===== src/rtl/ata_strobe_pkg.sv =====
package ata_strobe_pkg;

    localparam int TW_W    = 32;
    localparam int SETUP_W = 3;
    localparam int ACT_W   = 5;
    localparam int REC_W   = 4;
    localparam int CNT_W   = (ACT_W > REC_W) ? ACT_W : REC_W;

    // field positions: index 0 = data cycle, 1 = command-register cycle
    localparam int D_REC_LSB = 0;
    localparam int D_ACT_LSB = 4;
    localparam int C_REC_LSB = 9;
    localparam int C_ACT_LSB = 13;
    localparam int D_SU_LSB  = 22;
    localparam int C_SU_LSB  = 25;

    function automatic logic [TW_W-1:0] field_mask(input int lsb, input int w);
        logic [TW_W-1:0] one;
        one = {{(TW_W-1){1'b0}}, 1'b1};
        return ((one << w) - one) << lsb;
    endfunction

    localparam logic [TW_W-1:0] TIME_MASK =
        field_mask(D_REC_LSB, REC_W) | field_mask(D_ACT_LSB, ACT_W) |
        field_mask(C_REC_LSB, REC_W) | field_mask(C_ACT_LSB, ACT_W) |
        field_mask(D_SU_LSB, SETUP_W) | field_mask(C_SU_LSB, SETUP_W);

    typedef enum logic [1:0] {
        PH_IDLE   = 2'd0,
        PH_SETUP  = 2'd1,
        PH_ACTIVE = 2'd2,
        PH_RECOV  = 2'd3
    } phase_e;

    typedef struct packed {
        logic [SETUP_W-1:0] setup;
        logic [ACT_W-1:0]   act;
        logic [REC_W-1:0]   rec;
    } cyc_time_t;

    typedef struct packed {
        phase_e             ph;
        logic [CNT_W-1:0]   cnt;
        logic               wr;
        logic [ACT_W-1:0]   act;
        logic [REC_W-1:0]   rec;
    } seq_state_t;

endpackage


===== src/rtl/ata_tword_decode.sv =====
module ata_tword_decode
    import ata_strobe_pkg::*;
(
    input  logic [TW_W-1:0] tword,
    input  logic            is_cmd,
    output cyc_time_t       tsel
);

    logic [TW_W-1:0] masked;
    cyc_time_t       cand [2];

    // mode-enable and UDMA bits are cleared before any field is read
    assign masked = tword & TIME_MASK;

    for (genvar k = 0; k < 2; k++) begin : g_kind
        localparam int AL = (k == 0) ? D_ACT_LSB : C_ACT_LSB;
        localparam int RL = (k == 0) ? D_REC_LSB : C_REC_LSB;
        localparam int SL = (k == 0) ? D_SU_LSB  : C_SU_LSB;
        assign cand[k].act   = masked[AL +: ACT_W];
        assign cand[k].rec   = masked[RL +: REC_W];
        assign cand[k].setup = masked[SL +: SETUP_W];
    end

    assign tsel = is_cmd ? cand[1] : cand[0];

endmodule


===== src/rtl/ata_phase_ctrl.sv =====
module ata_phase_ctrl
    import ata_strobe_pkg::*;
(
    input  logic       clk,
    input  logic       rst_n,
    input  logic       req_valid,
    input  logic       req_write,
    input  cyc_time_t  tsel,
    output phase_e     phase,
    output logic       wr_dir,
    output logic       last
);

    seq_state_t st_d, st_q;
    logic       accept;

    always_comb begin
        st_d   = st_q;
        accept = req_valid &&
                 ((st_q.ph == PH_IDLE) || (st_q.ph == PH_RECOV && st_q.cnt == '0));
        case (st_q.ph)
            PH_IDLE: begin
                if (accept) begin
                    st_d.wr  = req_write;
                    st_d.act = tsel.act;
                    st_d.rec = tsel.rec;
                    if (tsel.setup != '0) begin
                        st_d.ph  = PH_SETUP;
                        st_d.cnt = CNT_W'(tsel.setup) - CNT_W'(1);
                    end else begin
                        st_d.ph  = PH_ACTIVE;
                        st_d.cnt = CNT_W'(tsel.act);
                    end
                end
            end
            PH_SETUP: begin
                if (st_q.cnt == '0) begin
                    st_d.ph  = PH_ACTIVE;
                    st_d.cnt = CNT_W'(st_q.act);
                end else begin
                    st_d.cnt = st_q.cnt - CNT_W'(1);
                end
            end
            PH_ACTIVE: begin
                if (st_q.cnt == '0) begin
                    st_d.ph  = PH_RECOV;
                    st_d.cnt = CNT_W'(st_q.rec);
                end else begin
                    st_d.cnt = st_q.cnt - CNT_W'(1);
                end
            end
            default: begin
                if (st_q.cnt == '0) begin
                    if (accept) begin
                        st_d.wr  = req_write;
                        st_d.act = tsel.act;
                        st_d.rec = tsel.rec;
                        st_d.ph  = PH_ACTIVE;
                        st_d.cnt = CNT_W'(tsel.act);
                    end else begin
                        st_d.ph  = PH_IDLE;
                        st_d.cnt = '0;
                    end
                end else begin
                    st_d.cnt = st_q.cnt - CNT_W'(1);
                end
            end
        endcase
    end

    always_ff @(posedge clk or negedge rst_n) begin
        if (!rst_n) begin
            st_q <= '{ph: PH_IDLE, cnt: '0, wr: 1'b0, act: '0, rec: '0};
        end else begin
            st_q <= st_d;
        end
    end

    assign phase  = st_q.ph;
    assign wr_dir = st_q.wr;
    assign last   = (st_q.cnt == '0);

    // an accepted request always leaves idle
    p_accept_leaves_idle_r7: assert property (@(posedge clk) disable iff (!rst_n)
        accept |=> (st_q.ph != PH_IDLE));

    // acceptance during the done clock enters the active phase directly
    p_burst_skips_setup_r6: assert property (@(posedge clk) disable iff (!rst_n)
        (accept && st_q.ph == PH_RECOV) |=> (st_q.ph == PH_ACTIVE));

    // captured cycle parameters hold while a cycle runs
    p_capture_held_r8: assert property (@(posedge clk) disable iff (!rst_n)
        (st_q.ph != PH_IDLE && !accept) |=>
            ($stable(st_q.wr) && $stable(st_q.act) && $stable(st_q.rec)));

    // the active countdown never exceeds the captured active field
    p_active_bound_r1: assert property (@(posedge clk) disable iff (!rst_n)
        (st_q.ph == PH_ACTIVE) |-> (st_q.cnt <= CNT_W'(st_q.act)));

endmodule


===== src/rtl/ata_strobe_out.sv =====
module ata_strobe_out
    import ata_strobe_pkg::*;
(
    input  logic   clk,
    input  logic   rst_n,
    input  phase_e phase,
    input  logic   wr_dir,
    input  logic   last,
    output logic   rd_n,
    output logic   wr_n,
    output logic   busy,
    output logic   done
);

    logic strobe_on;

    assign strobe_on = (phase == PH_ACTIVE);
    assign rd_n      = !(strobe_on && !wr_dir);
    assign wr_n      = !(strobe_on &&  wr_dir);
    assign busy      = (phase != PH_IDLE);
    assign done      = (phase == PH_RECOV) && last;

    // never both strobes low
    p_one_strobe_r5: assert property (@(posedge clk) disable iff (!rst_n)
        (rd_n || wr_n));

    // done lasts a single clock
    p_done_single_r7: assert property (@(posedge clk) disable iff (!rst_n)
        done |=> !done);

    // strobes idle high outside a cycle
    p_idle_high_r10: assert property (@(posedge clk) disable iff (!rst_n)
        !busy |-> (rd_n && wr_n));

    // busy is high during done
    p_done_in_busy_r7: assert property (@(posedge clk) disable iff (!rst_n)
        done |-> busy);

endmodule


===== src/rtl/ata_strobe_gen.sv =====
module ata_strobe_gen
    import ata_strobe_pkg::*;
(
    input  logic            clk,
    input  logic            rst_n,
    input  logic            req_valid,
    input  logic            req_cmd,
    input  logic            req_write,
    input  logic [TW_W-1:0] timing_word,
    output logic            rd_n,
    output logic            wr_n,
    output logic            busy,
    output logic            done
);

    cyc_time_t tsel;
    phase_e    phase;
    logic      wr_dir;
    logic      last;

    ata_tword_decode u_decode (
        .tword  (timing_word),
        .is_cmd (req_cmd),
        .tsel   (tsel)
    );

    ata_phase_ctrl u_ctrl (
        .clk       (clk),
        .rst_n     (rst_n),
        .req_valid (req_valid),
        .req_write (req_write),
        .tsel      (tsel),
        .phase     (phase),
        .wr_dir    (wr_dir),
        .last      (last)
    );

    ata_strobe_out u_out (
        .clk    (clk),
        .rst_n  (rst_n),
        .phase  (phase),
        .wr_dir (wr_dir),
        .last   (last),
        .rd_n   (rd_n),
        .wr_n   (wr_n),
        .busy   (busy),
        .done   (done)
    );

endmodule


===== config.mk =====
export PLATFORM = sky130hd
export DESIGN_NAME = ata_strobe_gen
export DESIGN_NICKNAME = d
export VERILOG_FILES = /design/src/rtl/ata_strobe_pkg.sv /design/src/rtl/ata_tword_decode.sv /design/src/rtl/ata_phase_ctrl.sv /design/src/rtl/ata_strobe_out.sv /design/src/rtl/ata_strobe_gen.sv
export SDC_FILE = /design/constraint.sdc
export NUM_CORES = 1
export LEC_CHECK = 0
export ABC_CLOCK_PERIOD_IN_PS = 2080
export BUFFER_PORTS_ARGS = -buffer_cell sky130_fd_sc_hd__buf_2
export CELL_PAD_IN_SITES_DETAIL_PLACEMENT = 1
export CELL_PAD_IN_SITES_GLOBAL_PLACEMENT = 1
export CORE_MARGIN = 2
export CORE_UTILIZATION = 34
export DETAILED_ROUTE_END_ITERATION = 7
export GPL_TIMING_DRIVEN = 0
export PLACE_DENSITY_LB_ADDON = 0.1
export SLEW_MARGIN = 10
export SYNTH_ARGS = -nofsm -noshare
export SYNTH_HDL_FRONTEND = slang
export SYNTH_SLANG_ARGS = --single-unit

===== constraint.sdc =====
create_clock -name clk -period 2.08 [get_ports clk]
set_input_delay 0.312 -clock clk [delete_from_list [all_inputs] [get_ports clk]]
set_output_delay 0.312 -clock clk [all_outputs]
set_load 0.03 [all_outputs]

==> results of run 1 <==
==> routing by layer <==
metal	wire, um	vias up	track usage
met5	0	-	0
met3	77	8	0.0296
met1	1970	732	0.266
met4	74	0	0.0825
met2	2390	15	0.365
li1	-	681	-
==> worst reg2reg max path: cells and delay by family (launching register included) <==
family / cells / cell delay, ps
muxes: 1 / 290
and+or+nand+nor: 2 / 670
adders and majority gates: 1 / 170
buffers and inverters: 2 / 260
AOI/OAI and AO/OA: 1 / 110
DFF: 1 / 410
==> placed cells by master (no fill, tap or decap), types with 2 or more instances in the layout <==
cell | synthesis | layout
a21oi_1 | 6 | 5
nor2_1 | 14 | 14
buf_4 | 0 | 5
a221oi_1 | 5 | 4
a22oi_1 | 2 | 2
mux2_2 | 2 | 2
o32ai_1 | 2 | 2
nor3_1 | 8 | 7
buf_6 | 3 | 3
inv_2 | 0 | 2
clkbuf_8 | 0 | 3
dfrtp_1 | 17 | 17
clkbuf_1 | 3 | 2
o21ai_0 | 10 | 8
mux2i_1 | 11 | 11
nand2_1 | 19 | 19
nand2b_1 | 6 | 5
mux2_4 | 2 | 2
inv_1 | 8 | 6
a211oi_1 | 2 | 2
a311oi_1 | 2 | 2
o21ai_1 | 8 | 10
ha_1 | 8 | 6
buf_2 | 3 | 33
==> repair_timing <==
action | 4_1_cts | 5_1_grt
gates resized for setup | 5 | 10
buffers inserted | 1 | 3
hold endpoints to repair | 17 | 0
setup endpoints to repair | 16 | 16
hold buffers | 1 | 0
==> power by group through the flow <==
| stage | registers [W] | logic, W | clock network (W) |
|---|---|---|---|
| 2_1_floorplan | 0.000595 | 0.000999 | 0 |
| 3_3_place_gp | 0.000624 | 0.00128 | 0 |
| 3_5_place_dp | 0.000634 | 0.00133 | 0 |
| 4_1_cts | 0.000628 | 0.00138 | 0.000278 |
| 5_1_grt | 0.000652 | 0.00164 | 0.000300 |
| 6_report | 0.000631 | 0.00148 | 0.000279 |
==> stage by stage <==
stage | TNS [ps] | instance area [sq um] | setup WS [ps] | util
finish | 0 | 1740 | 57.1 | 0.438
global route | -0.414 | 1740 | -0.414 | 0.438
CTS | 0 | 1690 | 0.764 | 0.426
detailed placement | -3120 | 1610 | -284 | 0.404
global placement | -2100 | 1610 | -188 | 0.404
floorplan | 0 | 1390 | 78.8 | -
==> state kept, by name, indices dropped and copies added, names as in the netlist <==
name and flops:
u_ctrl.st_q 14, u_ctrl.wr_dir 1, u_ctrl.phase 2
==> layout make-up <==
cell class | count | area [sq um]
Timing Repair Buffer | 36 | 195
Sequential cell | 17 | 425
Clock buffer | 3 | 41.3
Buffer | 9 | 63.8
Inverter | 8 | 30.0
Clock inverter | 1 | 7.51
Fill cell | 498 | 2230
Multi-Input combinational cell | 129 | 912
Tap cell | 50 | 62.6
==> final timing paths <==
check	startpoint	endpoint
max	u_ctrl.st_q[10]$_DFFE_PN0P_	u_ctrl.st_q[5]$_DFFE_PN0P_
min	req_write	u_ctrl.wr_dir$_DFFE_PN0P_
max reg2reg	u_ctrl.st_q[10]$_DFFE_PN0P_	u_ctrl.st_q[5]$_DFFE_PN0P_
min reg2reg	u_ctrl.st_q[4]$_DFFE_PN0P_	u_ctrl.st_q[4]$_DFFE_PN0P_
max in group asynchronous	rst_n	u_ctrl.st_q[12]$_DFFE_PN0P_
min in group asynchronous	rst_n	u_ctrl.st_q[1]$_DFFE_PN0P_
==> kinds of logic (layout without fill, tap and decap cells) <==
kind of cell,Yosys count,count (layout),synth area share
AO/OA/AOI/OAI,47,47,0.224
multiplexers,15,15,0.117
AND/OR/NAND/NOR,59,59,0.216
flip-flops,17,17,0.307
buffers and inverters,17,57,0.0649
adder cells (fa/ha/maj),8,8,0.0721
==> summary.txt, run 1 <==
Routing
  – First-pass DRT Iterations: 4
  – Routed wire length: 4.51 mm
  – Via Count: 1,436
  – DRC: 0
  – Routed Antenna Nets: 0
  – Routed wire per std cell: 17.8 um
  – First DRT Iteration DRCs: 53
  – Via/cell ratio: 5.68

Pwr
  – Sequential share of power: 0.264
  – Maximum vdd drop: 0.000672 V
  – Internal power: 0.00126 W
  – PD cells: 1380 nW/um^2
  – Part of the power in the clock network: 0.117
  – P_leak: 0.800 nW
  – Post-layout total power: 0.00239 W
  – Switching power: 0.00113 W
  – Switching share of power: 0.471
  – Comb pwr share: 0.620

Setup path
  – Worst path depth: 7
  – CP endpoint kind: register
  – Worst EP required: 2240 ps
  – CP bufs+invs: 2
  – Path depth of the worst reg2reg path: 7
  – Reg2Reg Setup Slack: 60 ps
  – Crit-path max FO: 9
  – Crit path cell chain: inv_2, ha_4, nor4b_4, a21oi_2, or3_1, buf_6, mux2_4
  – Kind of cell adding the most delay to the critical path: simple AND/OR/NAND/NOR gates
  – CP max stage cell: dfrtp_1
  – Worst EP arrival: 2180 ps
  – Crit Path Category: register to register
  – CP startpoint kind: register
  – Max incr delay on CP: 410 ps

STA
  – Clk_skew: 1.88 ps
  – Endpoints failing hold: 0
  – Final setup viols: 0
  – Minimum clock period: 2020 ps
  – Rel. slew slack: 0.672
  – Slew @ Worst Pin: 478 ps
  – Hold_ws: 272 ps
  – F_max: 494 MHz
  – Final critical-path share of the clock period: 0.973
  – Final Max Tran Viols: 0

Status
  – Outcome: finished, final reports clean

Clocking
  – Clock transition at the registers of the reported paths: 80 ps
  – Clock latency on the worst-skew pair: 260 ps
  – CTS buffer count: 3
  – Clock Sinks: 17
  – Root Driver: clkbuf_8
  – Max clock buf depth: 2
  – CTS tree: yes
  – H-tree depth: 1

Floorplanning
  – Vert. Die Dim: 67.9 um
  – FP Rows: 23
  – Initial Utilization: 0.349
  – DIE WIDTH: 67.9 um
  – Core Footprint: 3970 sq um
  – DIE AREA: 4610 sq um
  – I/O pin total: 41

Yosys
  – Synth top area cells: dfrtp_1 (31%), mux2i_1 (7.9%), ha_1 (7.2%)
  – Share of the synthesized area in the top cell type: 0.307
  – Syn. warnings: 0
  – Mapped cell area: 1390 sq um
  – Count leader, synth: nand2_1
  – Post-synthesis instance total: 163
  – #FFs+latches synth: 17
  – Main flop type after synthesis: dfrtp_1
  – Largest area contributor in the netlist: dfrtp_1
  – Syn avg cell area: 8.51 sq um
  – Syn Nets: 208
  – EDFF count, synth: 0
  – Synth unique cells: 42
  – Ys async rst share: 1.00
  – Synth top cells by count: nand2_1 (19), dfrtp_1 (17), nor2_1 (14)
  – Register area share after synthesis: 0.307

Global route
  – Gr usage total: 0.211
  – Largest net degree at the start of global routing: 18
  – Total grt overflow: 0
  – Antenna violations before repair: 0
  – First-pass GRT wire length: 7.20 mm
  – Vias in the first global route: 1,502

Final layout
  – # nets final: 249
  – Diodes inserted: 0
  – Share of post-route cells with drive strength above 1: 0.300
  – Layout Cells excl Fill: 253
  – Layout area overhead: 25.2%

Run
  – Max-Cap Viols: 0

Placement
  – Placed cell count: 244
  – Port bufs: 31
  – GPL Wtd Cong: 0.815
  – Dpl hpwl: 3.34 mm

Hold path
  – Worst Hold Class: input port to register
  – Hold Path Depth: 2
Note: power is estimated with default switching activity, not from simulation.
==> run 2, diff against run 1 <==
--- a/config.mk
+++ b/config.mk
@@ -10,11 +10,12 @@
 export CELL_PAD_IN_SITES_DETAIL_PLACEMENT = 1
 export CELL_PAD_IN_SITES_GLOBAL_PLACEMENT = 1
 export CORE_MARGIN = 2
-export CORE_UTILIZATION = 34
+export CORE_UTILIZATION = 35
 export DETAILED_ROUTE_END_ITERATION = 7
 export GPL_TIMING_DRIVEN = 0
-export PLACE_DENSITY_LB_ADDON = 0.1
+export PLACE_DENSITY = 0.82
 export SLEW_MARGIN = 10
 export SYNTH_ARGS = -nofsm -noshare
 export SYNTH_HDL_FRONTEND = slang
+export SYNTH_HIERARCHICAL = 1
 export SYNTH_SLANG_ARGS = --single-unit
==> run 2 against run 1 <==
Net effect: the run now ends with setup timing left; clock skew is 0.93 ps lower; area after synthesis is 6.0% higher; synthesized cell count is 6.1% lower; via count is 2.2% lower.
==> summary.txt, run 2 <==
Yosys
  – Mapped cell area: 1470 sq um
  – #FFs+latches synth: 17
  – Synth unique cells: 45
  – Synth top area cells: dfrtp_1 (29%), mux2_4 (10%), mux2_2 (9.9%)
  – Synth top cells by count: dfrtp_1 (17), o21ai_0 (15), mux2_2 (13)
  – Count leader, synth: dfrtp_1
  – Main flop type after synthesis: dfrtp_1
  – Share of the synthesized area in the top cell type: 0.289
  – Syn avg cell area: 9.62 sq um
  – Largest area contributor in the netlist: dfrtp_1
  – Register area share after synthesis: 0.289
  – EDFF count, synth: 0
  – Post-synthesis instance total: 153
  – Syn Nets: 198
  – Ys async rst share: 1.00
  – Syn. warnings: 6

Run
  – Max-Cap Viols: 0

Setup path
  – Capturing point of the worst reg2reg path: u_ctrl/st_q[3]$_DFFE_PN0P_
  – Reg2Reg Setup Slack: 0 ps
  – Max incr delay on CP: 500 ps
  – Crit path launch: u_ctrl/st_q[10]$_DFFE_PN0P_
  – Path depth of the worst reg2reg path: 8
  – CP max stage cell: or4b_4
  – Worst Setup EP: done
  – CP startpoint kind: register
  – Worst EP arrival: 1780 ps
  – Crit Path Category: register to output pin
  – CP endpoint kind: output pin
  – FF-to-FF Start: u_ctrl/st_q[10]$_DFFE_PN0P_
  – Crit path cell chain: inv_2, ha_4, or4b_4, inv_8, and3_4, buf_6
  – Crit-path max FO: 6
  – Worst EP required: 1770 ps

Pwr
  – P_leak: 0.879 nW
  – Post-layout total power: 0.00258 W
  – PD cells: 1350 nW/um^2
  – Maximum vdd drop: 0.000437 V

Placement
  – Port bufs: 32
  – Placed cell count: 235
  – GPL Wtd Cong: 0.806
  – Post-DP Area: 1710 sq um
  – Dpl hpwl: 2.96 mm

Final layout
  – Most common cell after layout, fill and taps aside: buf_2
  – Diodes inserted: 0
  – Commonest non-fill, non-tap cells in the layout: buf_2 (32), dfrtp_1 (17), o21ai_0 (13), buf_4 (13), mux2_2 (12)
  – Max reg flops: 14
  – Register with the most flip-flops: u_ctrl/st_q
  – Final Core Density: 0.475
  – Filler instances: 481
  – Share of post-route cells with drive strength above 1: 0.460
  – Post-route design area: 1920 sq um
  – # nets final: 248
  – Layout area overhead: 30.2%
  – Layout Cells excl Fill: 252

STA
  – Rel. slew slack: 0.719
  – RSZ-0062 raised after global routing: yes
  – Minimum clock period: 2090 ps
  – Final worst slack: -10.9 ps
  – Final critical-path share of the clock period: 1.01
  – Endpoints failing hold: 0
  – Clk_skew: 0.946 ps
  – Slew @ Worst Pin: 422 ps
  – Final setup viols: 1
  – F_max: 478 MHz
  – Final Max Tran Viols: 0

Global route
  – Gr usage total: 0.196
  – Largest net degree at the start of global routing: 18
  – Antenna violations before repair: 0
  – First-pass GRT wire length: 6.88 mm
  – Vias in the first global route: 1,358
  – Total grt overflow: 0

Clocking
  – H-tree depth: 1
  – Clock latency on the worst-skew pair: 260 ps
  – Root Driver: clkbuf_8
  – Clock Sinks: 17
  – Clock transition at the registers of the reported paths: 70 ps
  – CTS tree: yes
  – Max clock buf depth: 2
  – CTS buffer count: 3

Status
  – Violated checks: setup timing
  – Outcome: finished with violations

Floorplanning
  – Initial Utilization: 0.365
  – I/O pin total: 41
  – DIE AREA: 4740 sq um
  – Vert. Die Dim: 68.8 um
  – FP Rows: 23
  – Core Footprint: 4030 sq um
  – DIE WIDTH: 68.8 um

Routing
  – Via/cell ratio: 5.58
  – First-pass DRT Iterations: 4
  – First DRT Iteration DRCs: 63
  – Routed wire length: 4.40 mm
  – Routed wire per std cell: 17.5 um
  – DRC: 0
  – Via Count: 1,405
  – Routed Antenna Nets: 0

Hold path
  – Worst Hold Class: input port to register
==> run 2: per-layer routing <==
layer	vias to the layer above	wire, um	global-route usage
li1	661	-	-
met1	704	1920	0.268
met2	36	2300	0.328
met3	4	140	0.0260
met4	0	39	0.0490
met5	-	0	0
==> run 2: worst min-delay path by stage <==
stage,startpoint,to,slack (ps),cells after the start
floorplan,rst_n,u_ctrl/phase[0]$_DFFE_PN0P_,20,0
global placement,rst_n,u_ctrl/st_q[6]$_DFFE_PN0P_,270,1
detailed placement,rst_n,u_ctrl/st_q[12]$_DFFE_PN0P_,270,1
CTS,req_write,u_ctrl/wr_dir$_DFFE_PN0P_,280,2
global route,req_write,u_ctrl/wr_dir$_DFFE_PN0P_,280,2
finish,req_write,u_ctrl/wr_dir$_DFFE_PN0P_,290,2
==> run 2: cell type report <==
type | instances | area (sq um) | share of cell area
multi-input cells | 117 | 1000 | 0.523
flip-flops and latches | 17 | 425 | 0.222
repair buffers | 46 | 282 | 0.147
well taps | 50 | 62.6 | 0.0327
inverters | 13 | 56.3 | 0.0294
clock buffers | 4 | 45.0 | 0.0235
plain buffers | 5 | 42.5 | 0.0222
==> run 2: repair_timing <==
action | 4_1_cts | 5_1_grt
hold buffers | 1 | 0
pin swaps | 2 | 3
endpoints found under the setup margin | 12 | 16
endpoints found under the hold margin | 17 | 0
setup buffers | 10 | 3
resized for setup | 6 | 11
==> run 2: power by group <==
| part | total, W | switching, W | internal, W |
|---|---|---|---|
| Combinational | 0.00168 | 0.000884 | 0.000799 |
| Clock | 0.000262 | 0.000126 | 0.000136 |
| Sequential | 0.000635 | 0.000130 | 0.000505 |
| Total | 0.00258 | 0.00114 | 0.00144 |
==> run 2: stage by stage <==
step | hold slack (ps) | TNS [ps] | worst slack, ps
floorplan | 16.4 | -104 | -13.1
detailed placement | 274 | -3840 | -334
global placement | 272 | -3420 | -306
finish | 285 | -10.9 | -10.9
CTS | 279 | 0 | 9.70
global route | 285 | -261 | -38.2
==> run 2: critical path: cells and delay by family (launching register included) <==
family                   cells  cell delay, ps
AND/OR/NAND/NOR              2             670
flip-flops                   1             390
buffers and inverters        3             300
adder cells (fa/ha/maj)      1             130
==> run 2: kinds of logic (layout without fill, tap and decap cells) <==
logic type                 after synthesis  count (layout)  share of synthesized area
and+or+nand+nor                         43              43                      0.175
AOI/OAI and AO/OA                       42              42                      0.193
muxes                                   24              24                      0.209
buffers and inverters                   19              68                     0.0655
DFF                                     17              17                      0.289
adders and majority gates                8               8                     0.0680
==> run 3, diff against run 2 <==
--- a/config.mk
+++ b/config.mk
@@ -9,6 +9,7 @@
 export BUFFER_PORTS_ARGS = -buffer_cell sky130_fd_sc_hd__buf_2
 export CELL_PAD_IN_SITES_DETAIL_PLACEMENT = 1
 export CELL_PAD_IN_SITES_GLOBAL_PLACEMENT = 1
+export CORE_ASPECT_RATIO = 1.1
 export CORE_MARGIN = 2
 export CORE_UTILIZATION = 35
 export DETAILED_ROUTE_END_ITERATION = 7
==> run 3 against run 2 <==
Net effect: the run still ends with setup timing left; sequential power rose by 2%; critical path depth rose by 2; final cell count rose by 0.40%; design area rose by 2.7%; register-to-register slack got worse by 50 ps; critical path type is now register to register; largest cell class unchanged.
==> summary.txt, run 3 (same netlist as run 2, synthesis figures left out) <==
Global route
  – Antenna violations before repair: 0
  – First-pass GRT wire length: 7.53 mm
  – Gr usage total: 0.210
  – Vias in the first global route: 1,605
  – Largest net degree at the start of global routing: 18
  – Total grt overflow: 0

Final layout
  – Most common cell after layout, fill and taps aside: buf_2
  – Max reg flops: 14
  – Register with the most flip-flops: u_ctrl/st_q
  – Layout Cells excl Fill: 253
  – # nets final: 247
  – Share of post-route cells with drive strength above 1: 0.468
  – Layout area overhead: 33.7%
  – Diodes inserted: 0
  – Commonest non-fill, non-tap cells in the layout: buf_2 (32), mux2_4 (21), dfrtp_1 (17)
  – Post-route design area: 1970 sq um

Clocking
  – H-tree depth: 1
  – Clock latency on the worst-skew pair: 270 ps
  – CTS tree: yes
  – Root Driver: clkbuf_8
  – CTS buffer count: 3
  – Clock Sinks: 17
  – Max clock buf depth: 2
  – Clock transition at the registers of the reported paths: 80 ps

Setup path
  – CP startpoint kind: register
  – Max incr delay on CP: 510 ps
  – CP max stage cell: or4b_4
  – Worst EP required: 2220 ps
  – Crit path cell chain: inv_2, ha_4, or4b_4, clkinv_8, buf_6, mux2_4, a221oi_4, a221oi_2
  – Crit Path Category: register to register
  – CP endpoint kind: register
  – Crit-path max FO: 5
  – Worst EP arrival: 2270 ps
  – Kind of cell adding the most delay to the critical path: simple AND/OR/NAND/NOR gates
  – CP bufs+invs: 3

STA
  – Final Max Tran Viols: 0
  – Slew @ Worst Pin: 433 ps
  – Final setup viols: 2
  – RSZ-0062 raised after global routing: yes
  – Final worst slack: -47.8 ps
  – Rel. slew slack: 0.708
  – Endpoints failing hold: 0
  – Final critical-path share of the clock period: 1.02
  – Clk_skew: 6.67 ps
  – Minimum clock period: 2130 ps
  – F_max: 470 MHz

Placement
  – Placed cell count: 237
  – Post-DP Area: 1720 sq um
  – GPL Wtd Cong: 0.802
  – Port bufs: 32
  – Dpl hpwl: 2.92 mm

Floorplanning
  – Core Footprint: 3990 sq um
  – I/O pin total: 41
  – Vert. Die Dim: 72.0 um
  – FP Rows: 24
  – DIE WIDTH: 65.8 um
  – Initial Utilization: 0.368
  – DIE AREA: 4740 sq um

Status
  – Violated checks: setup timing
  – Outcome: finished with violations

Routing
  – Via Count: 1,410
  – Routed Antenna Nets: 0
  – Routed wire per std cell: 18.8 um
  – DRC: 0
  – First DRT Iteration DRCs: 51
  – Via/cell ratio: 5.57
  – First-pass DRT Iterations: 4
  – Routed wire length: 4.75 mm

Run
  – Max-Cap Viols: 0

Pwr
  – PD cells: 1380 nW/um^2
  – P_leak: 0.913 nW
  – Maximum vdd drop: 0.000515 V

Hold path
  – Worst Hold Class: input port to register
==> run 3: cell types whose count changed in the layout (fill, tap and decap cells not counted), moves of 2 or more <==
cell,previous run,this run
a21oi_2,2,0
buf_4,13,11
mux2_4,11,21
mux2_2,12,3
==> run 3: layout make-up <==
| cell class | instances | area, sq um |
|---|---|---|
| Buffer | 5 | 42.5 |
| Clock buffer | 3 | 41.3 |
| Clock inverter | 1 | 5.00 |
| Fill cell | 468 | 2030 |
| Inverter | 13 | 61.3 |
| Multi-Input combinational cell | 117 | 1050 |
| Sequential cell | 17 | 425 |
| Tap cell | 52 | 65.1 |
| Timing Repair Buffer | 45 | 278 |
==> run 3: metrics by stage <==
stage          setup WS (ps)   util  setup TNS [ps]  hold slack (ps)  total power [W]
2_1_floorplan          -13.1      -            -104             16.4          0.00168
3_3_place_gp            -295  0.430           -3240              265          0.00198
3_5_place_dp            -312  0.430           -3440              267          0.00202
4_1_cts                -41.6  0.493            -327              288          0.00264
5_1_grt                 -116  0.492            -541              278          0.00291
6_report               -47.8  0.492           -89.7              280          0.00272
==> run 3: worst paths after layout <==
path                                                  start                     endpoint  slack, ps  depth (start not counted)
worst max-delay path            u_ctrl/st_q[10]$_DFFE_PN0P_  u_ctrl/st_q[10]$_DFFE_PN0P_        -50                          8
worst min register to register   u_ctrl/st_q[1]$_DFFE_PN0P_   u_ctrl/st_q[1]$_DFFE_PN0P_        520                          1
worst max register to register  u_ctrl/st_q[10]$_DFFE_PN0P_  u_ctrl/st_q[10]$_DFFE_PN0P_        -50                          8
min in group asynchronous                             rst_n   u_ctrl/st_q[4]$_DFFE_PN0P_        490                          2
max in group asynchronous                             rst_n  u_ctrl/st_q[12]$_DFFE_PN0P_       1300                          2
worst min-delay path                              req_write    u_ctrl/wr_dir$_DFFE_PN0P_        280                          2
==> run 3: timing repair <==
item / CTS / global route
resized for setup: 16 / 12
hold buffers: 1 / 0
pin swaps: 3 / 5
buffers inserted: 13 / 0
endpoints found under the hold margin: 17 / 0
cloned: 1 / 0
setup endpoints to repair: 12 / 16
==> run 3: layer usage <==
metal  vias up  track usage  part of all wire
li1        659            -                 -
met1       687        0.227              0.39
met2        52        0.411              0.55
met3        12       0.0202             0.034
met4         0       0.0787             0.032
met5         -            0                 0
==> run 3: where the power goes <==
part | internal, W | switching [W] | total (W)
clock | 0.000134 | 0.000135 | 0.000269
sequential | 0.000505 | 0.000140 | 0.000645
combinational | 0.000877 | 0.000927 | 0.00180
